$ cat src/rtl/uart_framer_pkg.sv
package uart_framer_pkg;

    localparam int OVS    = 16;
    localparam int TCNT_W = $clog2(OVS);
    localparam logic [TCNT_W-1:0] TCNT_LAST = TCNT_W'(OVS - 1);
    localparam logic [TCNT_W-1:0] TCNT_MID  = TCNT_W'(OVS / 2 - 1);

    typedef enum logic [2:0] {
        TX_IDLE,
        TX_START,
        TX_DATA,
        TX_PAR,
        TX_STOP
    } tx_state_e;

    typedef enum logic [2:0] {
        RX_IDLE,
        RX_START,
        RX_DATA,
        RX_PAR,
        RX_STOP
    } rx_state_e;

endpackage

$ cat src/rtl/uart_baud_gen.sv
module uart_baud_gen
    import uart_framer_pkg::*;
#(
    parameter int SEL_W = 2,
    parameter int DIV_W = 8
) (
    input  logic             clk,
    input  logic             rst_n,
    input  logic [SEL_W-1:0] cfg_clk_sel,
    input  logic [DIV_W-1:0] cfg_divisor,
    output logic             tick
);

    localparam int PRE_W = 2 * ((1 << SEL_W) - 1);

    typedef struct packed {
        logic [PRE_W-1:0] pcnt;
        logic [DIV_W-1:0] dcnt;
        logic             tick;
    } baud_s;

    baud_s            q, d;
    logic [PRE_W-1:0] mask;
    logic             pre_tick;

    always_comb begin
        mask = PRE_W'(({{PRE_W{1'b0}}, 1'b1} << {cfg_clk_sel, 1'b0}) - 1'b1);
        pre_tick = ((q.pcnt & mask) == mask);

        d        = q;
        d.pcnt   = q.pcnt + 1'b1;
        d.tick   = 1'b0;
        if (pre_tick) begin
            if (q.dcnt >= cfg_divisor) begin
                d.dcnt = '0;
                d.tick = 1'b1;
            end else begin
                d.dcnt = q.dcnt + 1'b1;
            end
        end
    end

    always_ff @(posedge clk) begin
        if (!rst_n) begin
            q <= '0;
        end else begin
            q <= d;
        end
    end

    assign tick = q.tick;

    AST_TICK_SPACED: assert property (@(posedge clk) disable iff (!rst_n)
        (tick && cfg_clk_sel != '0 && $stable(cfg_clk_sel)) |=> !tick);

endmodule

$ cat src/rtl/uart_tx.sv
module uart_tx
    import uart_framer_pkg::*;
#(
    parameter int DATA_W = 8
) (
    input  logic              clk,
    input  logic              rst_n,
    input  logic              tick,
    input  logic              cfg_two_stop,
    input  logic              cfg_par_en,
    input  logic              cfg_par_odd,
    input  logic              cfg_sync,
    input  logic              in_valid,
    output logic              in_ready,
    input  logic [DATA_W-1:0] in_data,
    output logic              line
);

    localparam int IDX_W = $clog2(DATA_W);
    localparam logic [IDX_W-1:0] IDX_LAST = IDX_W'(DATA_W - 1);

    typedef struct packed {
        tx_state_e         st;
        logic [TCNT_W-1:0] tcnt;
        logic [IDX_W-1:0]  idx;
        logic [DATA_W-1:0] sh;
        logic              par;
        logic              extra;
        logic              line;
    } tx_s;

    tx_s  q, d;
    logic payload_done;

    always_comb begin
        d            = q;
        payload_done = 1'b0;
        if (q.st == TX_IDLE) begin
            if (in_valid) begin
                d.st   = TX_START;
                d.sh   = in_data;
                d.par  = (^in_data) ^ cfg_par_odd;
                d.tcnt = '0;
                d.idx  = '0;
                d.line = 1'b0;
            end
        end else if (tick) begin
            d.tcnt = q.tcnt + 1'b1;
            if (q.tcnt == TCNT_LAST) begin
                case (q.st)
                    TX_START: begin
                        d.st   = TX_DATA;
                        d.line = q.sh[0];
                    end
                    TX_DATA: begin
                        if (q.idx == IDX_LAST) begin
                            if (cfg_par_en) begin
                                d.st   = TX_PAR;
                                d.line = q.par;
                            end else begin
                                payload_done = 1'b1;
                            end
                        end else begin
                            d.idx  = q.idx + 1'b1;
                            d.sh   = q.sh >> 1;
                            d.line = q.sh[1];
                        end
                    end
                    TX_PAR: payload_done = 1'b1;
                    TX_STOP: begin
                        if (q.extra) begin
                            d.extra = 1'b0;
                        end else begin
                            d.st = TX_IDLE;
                        end
                    end
                    default: d.st = TX_IDLE;
                endcase
            end
        end

        if (payload_done) begin
            d.line  = 1'b1;
            d.extra = cfg_two_stop;
            d.st    = cfg_sync ? TX_IDLE : TX_STOP;
        end
    end

    always_ff @(posedge clk) begin
        if (!rst_n) begin
            q      <= '0;
            q.st   <= TX_IDLE;
            q.line <= 1'b1;
        end else begin
            q <= d;
        end
    end

    assign in_ready = (q.st == TX_IDLE);
    assign line     = q.line;

    AST_TX_IDLE_HIGH: assert property (@(posedge clk) disable iff (!rst_n)
        in_ready |-> line);

    AST_TX_ACCEPT_START: assert property (@(posedge clk) disable iff (!rst_n)
        (in_valid && in_ready) |=> (!in_ready && !line));

    AST_TX_MOVES_ON_TICK: assert property (@(posedge clk) disable iff (!rst_n)
        (!in_ready && !tick) |=> $stable(line));

endmodule

$ cat src/rtl/uart_rx.sv
module uart_rx
    import uart_framer_pkg::*;
#(
    parameter int DATA_W = 8
) (
    input  logic              clk,
    input  logic              rst_n,
    input  logic              tick,
    input  logic              cfg_par_en,
    input  logic              cfg_par_odd,
    input  logic              cfg_sync,
    input  logic              line_in,
    output logic              out_valid,
    output logic [DATA_W-1:0] out_data,
    output logic              out_par_err,
    output logic              out_frm_err
);

    localparam int IDX_W = $clog2(DATA_W);
    localparam logic [IDX_W-1:0] IDX_LAST = IDX_W'(DATA_W - 1);

    typedef struct packed {
        logic              s1;
        logic              s2;
        logic              prev;
        rx_state_e         st;
        logic [TCNT_W-1:0] tcnt;
        logic [IDX_W-1:0]  idx;
        logic [DATA_W-1:0] sh;
        logic              par;
        logic              vld;
        logic [DATA_W-1:0] dat;
        logic              perr;
        logic              ferr;
    } rx_s;

    rx_s  q, d;
    logic payload_done;
    logic emit;
    logic emit_ferr;

    always_comb begin
        d            = q;
        d.s1         = line_in;
        d.s2         = q.s1;
        d.prev       = q.s2;
        d.vld        = 1'b0;
        payload_done = 1'b0;
        emit         = 1'b0;
        emit_ferr    = 1'b0;

        case (q.st)
            RX_IDLE: begin
                d.tcnt = '0;
                if (q.prev && !q.s2) begin
                    d.st = RX_START;
                end
            end
            RX_START: begin
                if (tick) begin
                    d.tcnt = q.tcnt + 1'b1;
                    if (q.tcnt == TCNT_MID) begin
                        if (q.s2) begin
                            d.st = RX_IDLE;
                        end else begin
                            d.st   = RX_DATA;
                            d.tcnt = '0;
                            d.idx  = '0;
                            d.par  = 1'b0;
                            d.perr = 1'b0;
                        end
                    end
                end
            end
            default: begin
                if (tick) begin
                    d.tcnt = q.tcnt + 1'b1;
                    if (q.tcnt == TCNT_LAST) begin
                        case (q.st)
                            RX_DATA: begin
                                d.sh  = {q.s2, q.sh[DATA_W-1:1]};
                                d.par = q.par ^ q.s2;
                                d.idx = q.idx + 1'b1;
                                if (q.idx == IDX_LAST) begin
                                    if (cfg_par_en) begin
                                        d.st = RX_PAR;
                                    end else begin
                                        payload_done = 1'b1;
                                    end
                                end
                            end
                            RX_PAR: begin
                                d.perr       = q.par ^ q.s2 ^ cfg_par_odd;
                                payload_done = 1'b1;
                            end
                            RX_STOP: begin
                                emit      = 1'b1;
                                emit_ferr = !q.s2;
                            end
                            default: d.st = RX_IDLE;
                        endcase
                    end
                end
            end
        endcase

        if (payload_done) begin
            if (cfg_sync) begin
                emit = 1'b1;
            end else begin
                d.st = RX_STOP;
            end
        end

        if (emit) begin
            d.st   = RX_IDLE;
            d.vld  = 1'b1;
            d.dat  = d.sh;
            d.ferr = emit_ferr;
        end
    end

    always_ff @(posedge clk) begin
        if (!rst_n) begin
            q      <= '0;
            q.st   <= RX_IDLE;
            q.s1   <= 1'b1;
            q.s2   <= 1'b1;
            q.prev <= 1'b1;
        end else begin
            q <= d;
        end
    end

    assign out_valid   = q.vld;
    assign out_data    = q.dat;
    assign out_par_err = q.perr;
    assign out_frm_err = q.ferr;

    AST_RX_SINGLE_PULSE: assert property (@(posedge clk) disable iff (!rst_n)
        out_valid |=> !out_valid);

    AST_RX_SYNC_NO_FRAME_ERR: assert property (@(posedge clk) disable iff (!rst_n)
        (out_valid && $past(cfg_sync)) |-> !out_frm_err);

endmodule

$ cat src/rtl/uart_framer.sv
module uart_framer
    import uart_framer_pkg::*;
#(
    parameter int DATA_W = 8,
    parameter int DIV_W  = 8,
    parameter int SEL_W  = 2
) (
    input  logic              clk,
    input  logic              rst_n,
    input  logic [SEL_W-1:0]  cfg_clk_sel,
    input  logic [DIV_W-1:0]  cfg_divisor,
    input  logic              cfg_two_stop,
    input  logic              cfg_par_en,
    input  logic              cfg_par_odd,
    input  logic              cfg_sync,
    input  logic              tx_valid,
    output logic              tx_ready,
    input  logic [DATA_W-1:0] tx_data,
    output logic              tx_line,
    input  logic              rx_line,
    output logic              rx_valid,
    output logic [DATA_W-1:0] rx_data,
    output logic              rx_par_err,
    output logic              rx_frm_err
);

    logic tick;

    uart_baud_gen #(
        .SEL_W (SEL_W),
        .DIV_W (DIV_W)
    ) u_baud (
        .clk         (clk),
        .rst_n       (rst_n),
        .cfg_clk_sel (cfg_clk_sel),
        .cfg_divisor (cfg_divisor),
        .tick        (tick)
    );

    uart_tx #(
        .DATA_W (DATA_W)
    ) u_tx (
        .clk          (clk),
        .rst_n        (rst_n),
        .tick         (tick),
        .cfg_two_stop (cfg_two_stop),
        .cfg_par_en   (cfg_par_en),
        .cfg_par_odd  (cfg_par_odd),
        .cfg_sync     (cfg_sync),
        .in_valid     (tx_valid),
        .in_ready     (tx_ready),
        .in_data      (tx_data),
        .line         (tx_line)
    );

    uart_rx #(
        .DATA_W (DATA_W)
    ) u_rx (
        .clk         (clk),
        .rst_n       (rst_n),
        .tick        (tick),
        .cfg_par_en  (cfg_par_en),
        .cfg_par_odd (cfg_par_odd),
        .cfg_sync    (cfg_sync),
        .line_in     (rx_line),
        .out_valid   (rx_valid),
        .out_data    (rx_data),
        .out_par_err (rx_par_err),
        .out_frm_err (rx_frm_err)
    );

endmodule

$ cat config.mk
export PLATFORM = sky130hd
export DESIGN_NAME = uart_framer
export DESIGN_NICKNAME = d
export VERILOG_FILES = /design/src/rtl/uart_framer_pkg.sv /design/src/rtl/uart_baud_gen.sv /design/src/rtl/uart_tx.sv /design/src/rtl/uart_rx.sv /design/src/rtl/uart_framer.sv
export SDC_FILE = /design/constraint.sdc
export NUM_CORES = 1
export LEC_CHECK = 0
export BUFFER_PORTS_ARGS = -buffer_cell sky130_fd_sc_hd__buf_2
export CORE_MARGIN = 2
export CORE_UTILIZATION = 55
export DETAILED_ROUTE_END_ITERATION = 10
export HOLD_SLACK_MARGIN = 0.1
export PLACE_DENSITY = 0.8
export SKIP_LAST_GASP = 1
export SLEW_MARGIN = 15
export SYNTH_ARGS = -nofsm -noshare
export SYNTH_HDL_FRONTEND = slang
export SYNTH_SLANG_ARGS = --single-unit
export TNS_END_PERCENT = 100
$ cat constraint.sdc
create_clock -name clk -period 2.8 [get_ports clk]
set_input_delay 0.7 -clock clk [delete_from_list [all_inputs] [get_ports clk]]
set_output_delay 0.7 -clock clk [all_outputs]
set_load 0.005 [all_outputs]
==> qor.csv <==
metric,value,unit
status,"finished, final reports clean",
met3 GRT Util,4.42,%
#FFs+latches synth,69,
CP arrival,2.55,ns
CP Launch Type,primary input,
Nets,491,
Tcrit/Tclk final,81.3,%
FF-to-FF End,u_rx.out_data[5],
row count,29,
switch share,22.0,%
port bufs,38,
"top cells by area, synth","dfxtp_1 39%, nor2_1 7.2%, ha_1 6.0%",
combinational power share,7.4,%
CP endpoint kind,flop,
Synth async-reset ratio,0,%
Synth Cell Area,3540,um^2
Starting Density,56.5,%
DRC errors left,0,
critical path class,in2reg,
Hold WS,0.415,ns
Synth Net Count,467,
Net Sw Power,479,uW
clk_lat worst skew,0.34,ns
max frequency,439,MHz
global-route wire length before repair,11.8,mm
final hold violations,0,
pre-CTS setup slack,0.180,ns
Vias,2907,
die height,84.3,um
max-cap violation count,0,
final setup fails,0,
most frequent cells in the layout,"69 x dfxtp_1, 68 x nor2_1, 38 x buf_2",
sequential fraction of the synthesis area,39.0,%
worst-path cell chain,buf_2 -> or2_2 -> ha_1 -> nor2b_1 -> a2111o_1 -> nor4_1 -> o21ai_1 -> a21oi_1,
remaining antenna violation count after routing,0,
CTS H-tree lvls,3,
Worst IR Drop VDD,0.553,mV
unrepaired setup endpoints after global routing,false,
pwr dens,551,nW/um^2
synth warn,0,
r2r setup slk,0.78,ns
post-CTS sizing,0,
largest area contributor in the netlist,dfxtp_1,
"most common cell after layout, fill and taps aside",dfxtp_1,
Worst Hold Path EP,u_rx.d[30],
Worst Hold Launch,u_rx.d[31],
clock root cell,clkbuf_8,
Sequential Power Share,47.2,%
Slew headroom,65.6,%
Slew @ Worst Pin,0.516,ns
cts hold-fix bufs,0,
Clock Power Share,45.4,%
fin area,3950,um^2
Area growth syn-to-layout,11.5,%
proportion of layout cells with a drive suffix above 1,15.7,%
WL/cell,12.7,um
clk buf depth,2,
max incr delay on CP,0.57,ns
TNS Setup,0,ns
number of global-route vias before repair,2740,
DR pass1 iterations,4,
Final HPWL DP,4.82,mm
Yosys top cell area share,39.0,%
largest net degree at the start of global routing,24,
Mapped Cells,424,
Crit. Startpoint,cfg_clk_sel[1],
reg-to-reg critical path startpoint,u_rx.q[28],
post-CTS setup buffer count,0,
Top-Level Pins,39,
GR peak layer,met2,
Overall Global Routing Usage,19.9,%
Pint,1.70,mW
initial antenna violation count,0,
clock sinks,69,
"Clk pin slew, worst setup/hold paths",0.08,ns
Hold Path Class,reg2reg,
worst reg2reg path depth,4,
hold path depth,1,
die area,7100,um^2
Core Footprint,6280,um^2
Routability Congestion,0.866,
Post-synth top flop,dfxtp_1,
GR Util met1,25.1,%
Pins Over Slew Limit,0,
Vias/cell,5.48,
die extent in x,84.3,um
Max Clock Skew,0.0101,ns
crit-path max FO,17,
CTS tree,built,
P_leak,1.65,nW
worst setup margin,0.523,ns
Global Route met2 Usage,33.0,%
syn avg cell area,8.36,um^2
synth unique cells,61,
Crit-path slowest cell,a2111o_1,
Tmin final,2.28,ns
diode count,0,
Placed Area,3710,um^2
fill cell count,544,
GRT overflow,0,
CP required,3.07,ns
initial detailed-routing violation count,185,
cts bufs inserted,9,
Total Wirelength,6.74,mm
number of synthesized flops with an enable pin,0,
-- cell families (layout without fill, tap and decap cells) --
group,after synthesis,in the layout,synth area share [%]
buffers and inverters,47,76,6.53
and+or+nand+nor,180,180,25.1
muxes,12,12,3.42
DFF,69,69,39.0
xor gates and xnor gates,14,14,3.85
adders and majority gates,17,17,6.00
AOI/OAI and AO/OA,85,85,16.1
-- metrics by stage --
step	utilization (%)	power [mW]	std cells
5_1_grt	63.0	2.27	530
2_1_floorplan	-	1.16	424
4_1_cts	63.0	2.20	530
3_5_place_dp	59.0	1.21	514
3_3_place_gp	59.0	1.20	514
6_report	63.0	2.18	530
-- synthesized netlist by cell type, types with 5 or more instances --
master	n
a31oi_1	7
xnor2_1	7
nor2_1	68
dfxtp_1	69
a22oi_1	5
xor2_1	6
clkbuf_1	10
ha_1	17
buf_2	10
nor3_1	7
mux2i_1	11
nand3_1	19
o21ai_0	11
and3_1	5
a21oi_1	24
nor2b_1	8
nand2b_1	7
buf_4	9
o221ai_1	5
and2_1	5
a211oi_1	10
nand2_1	35
inv_1	15
-- worst max-delay path by stage --
stage,end
global placement,u_baud.q[6]
CTS,u_baud.q[6]
global route,u_baud.q[3]
floorplan,u_baud.q[2]
detailed placement,u_baud.q[6]
finish,u_baud.q[6]
-- metal layers --
| layer | part of all wire, % | routed length, um |
|---|---|---|
| met1 | 47 | 3140 |
| met2 | 49 | 3310 |
| met3 | 3.4 | 226 |
| met4 | 1.0 | 68 |
| met5 | 0 | 0 |
-- worst max-delay path, delay by kind of cell --
kind | cells | cell delay (ns)
simple gates | 3 | 0.76
buf+inv | 1 | 0.11
compound gates | 3 | 0.79
fa+ha+maj | 1 | 0.18
-- cell type report --
cell class	count	area (um^2)	share of cell area, %
Inverter	16	61.3	1.55
Timing Repair Buffer	44	235	5.95
Clock inverter	5	106	2.69
Sequential cell	69	1380	34.9
Multi-Input combinational cell	308	1930	48.9
Clock buffer	11	141	3.58
Tap cell	77	96.3	2.44
-- power by group through the flow --
stage | logic [mW] | registers [mW] | clock network [mW]
floorplan | 0.121 | 1.04 | 0
global route | 0.182 | 1.03 | 1.06
global placement | 0.156 | 1.05 | 0
detailed placement | 0.162 | 1.05 | 0
CTS | 0.162 | 1.03 | 1.01
finish | 0.161 | 1.03 | 0.989
-- flip-flops by register name, summed over array words and instances (netlist names) --
name and count:
u_tx.line 1, u_baud.tick 1, u_rx.out_valid 1, u_rx.out_data 8
u_tx.q 20, u_rx.q 20, u_baud.q 14, u_rx.out_par_err 1
u_rx.d 2, u_rx.out_frm_err 1
Power figures use the tool's default switching activity.
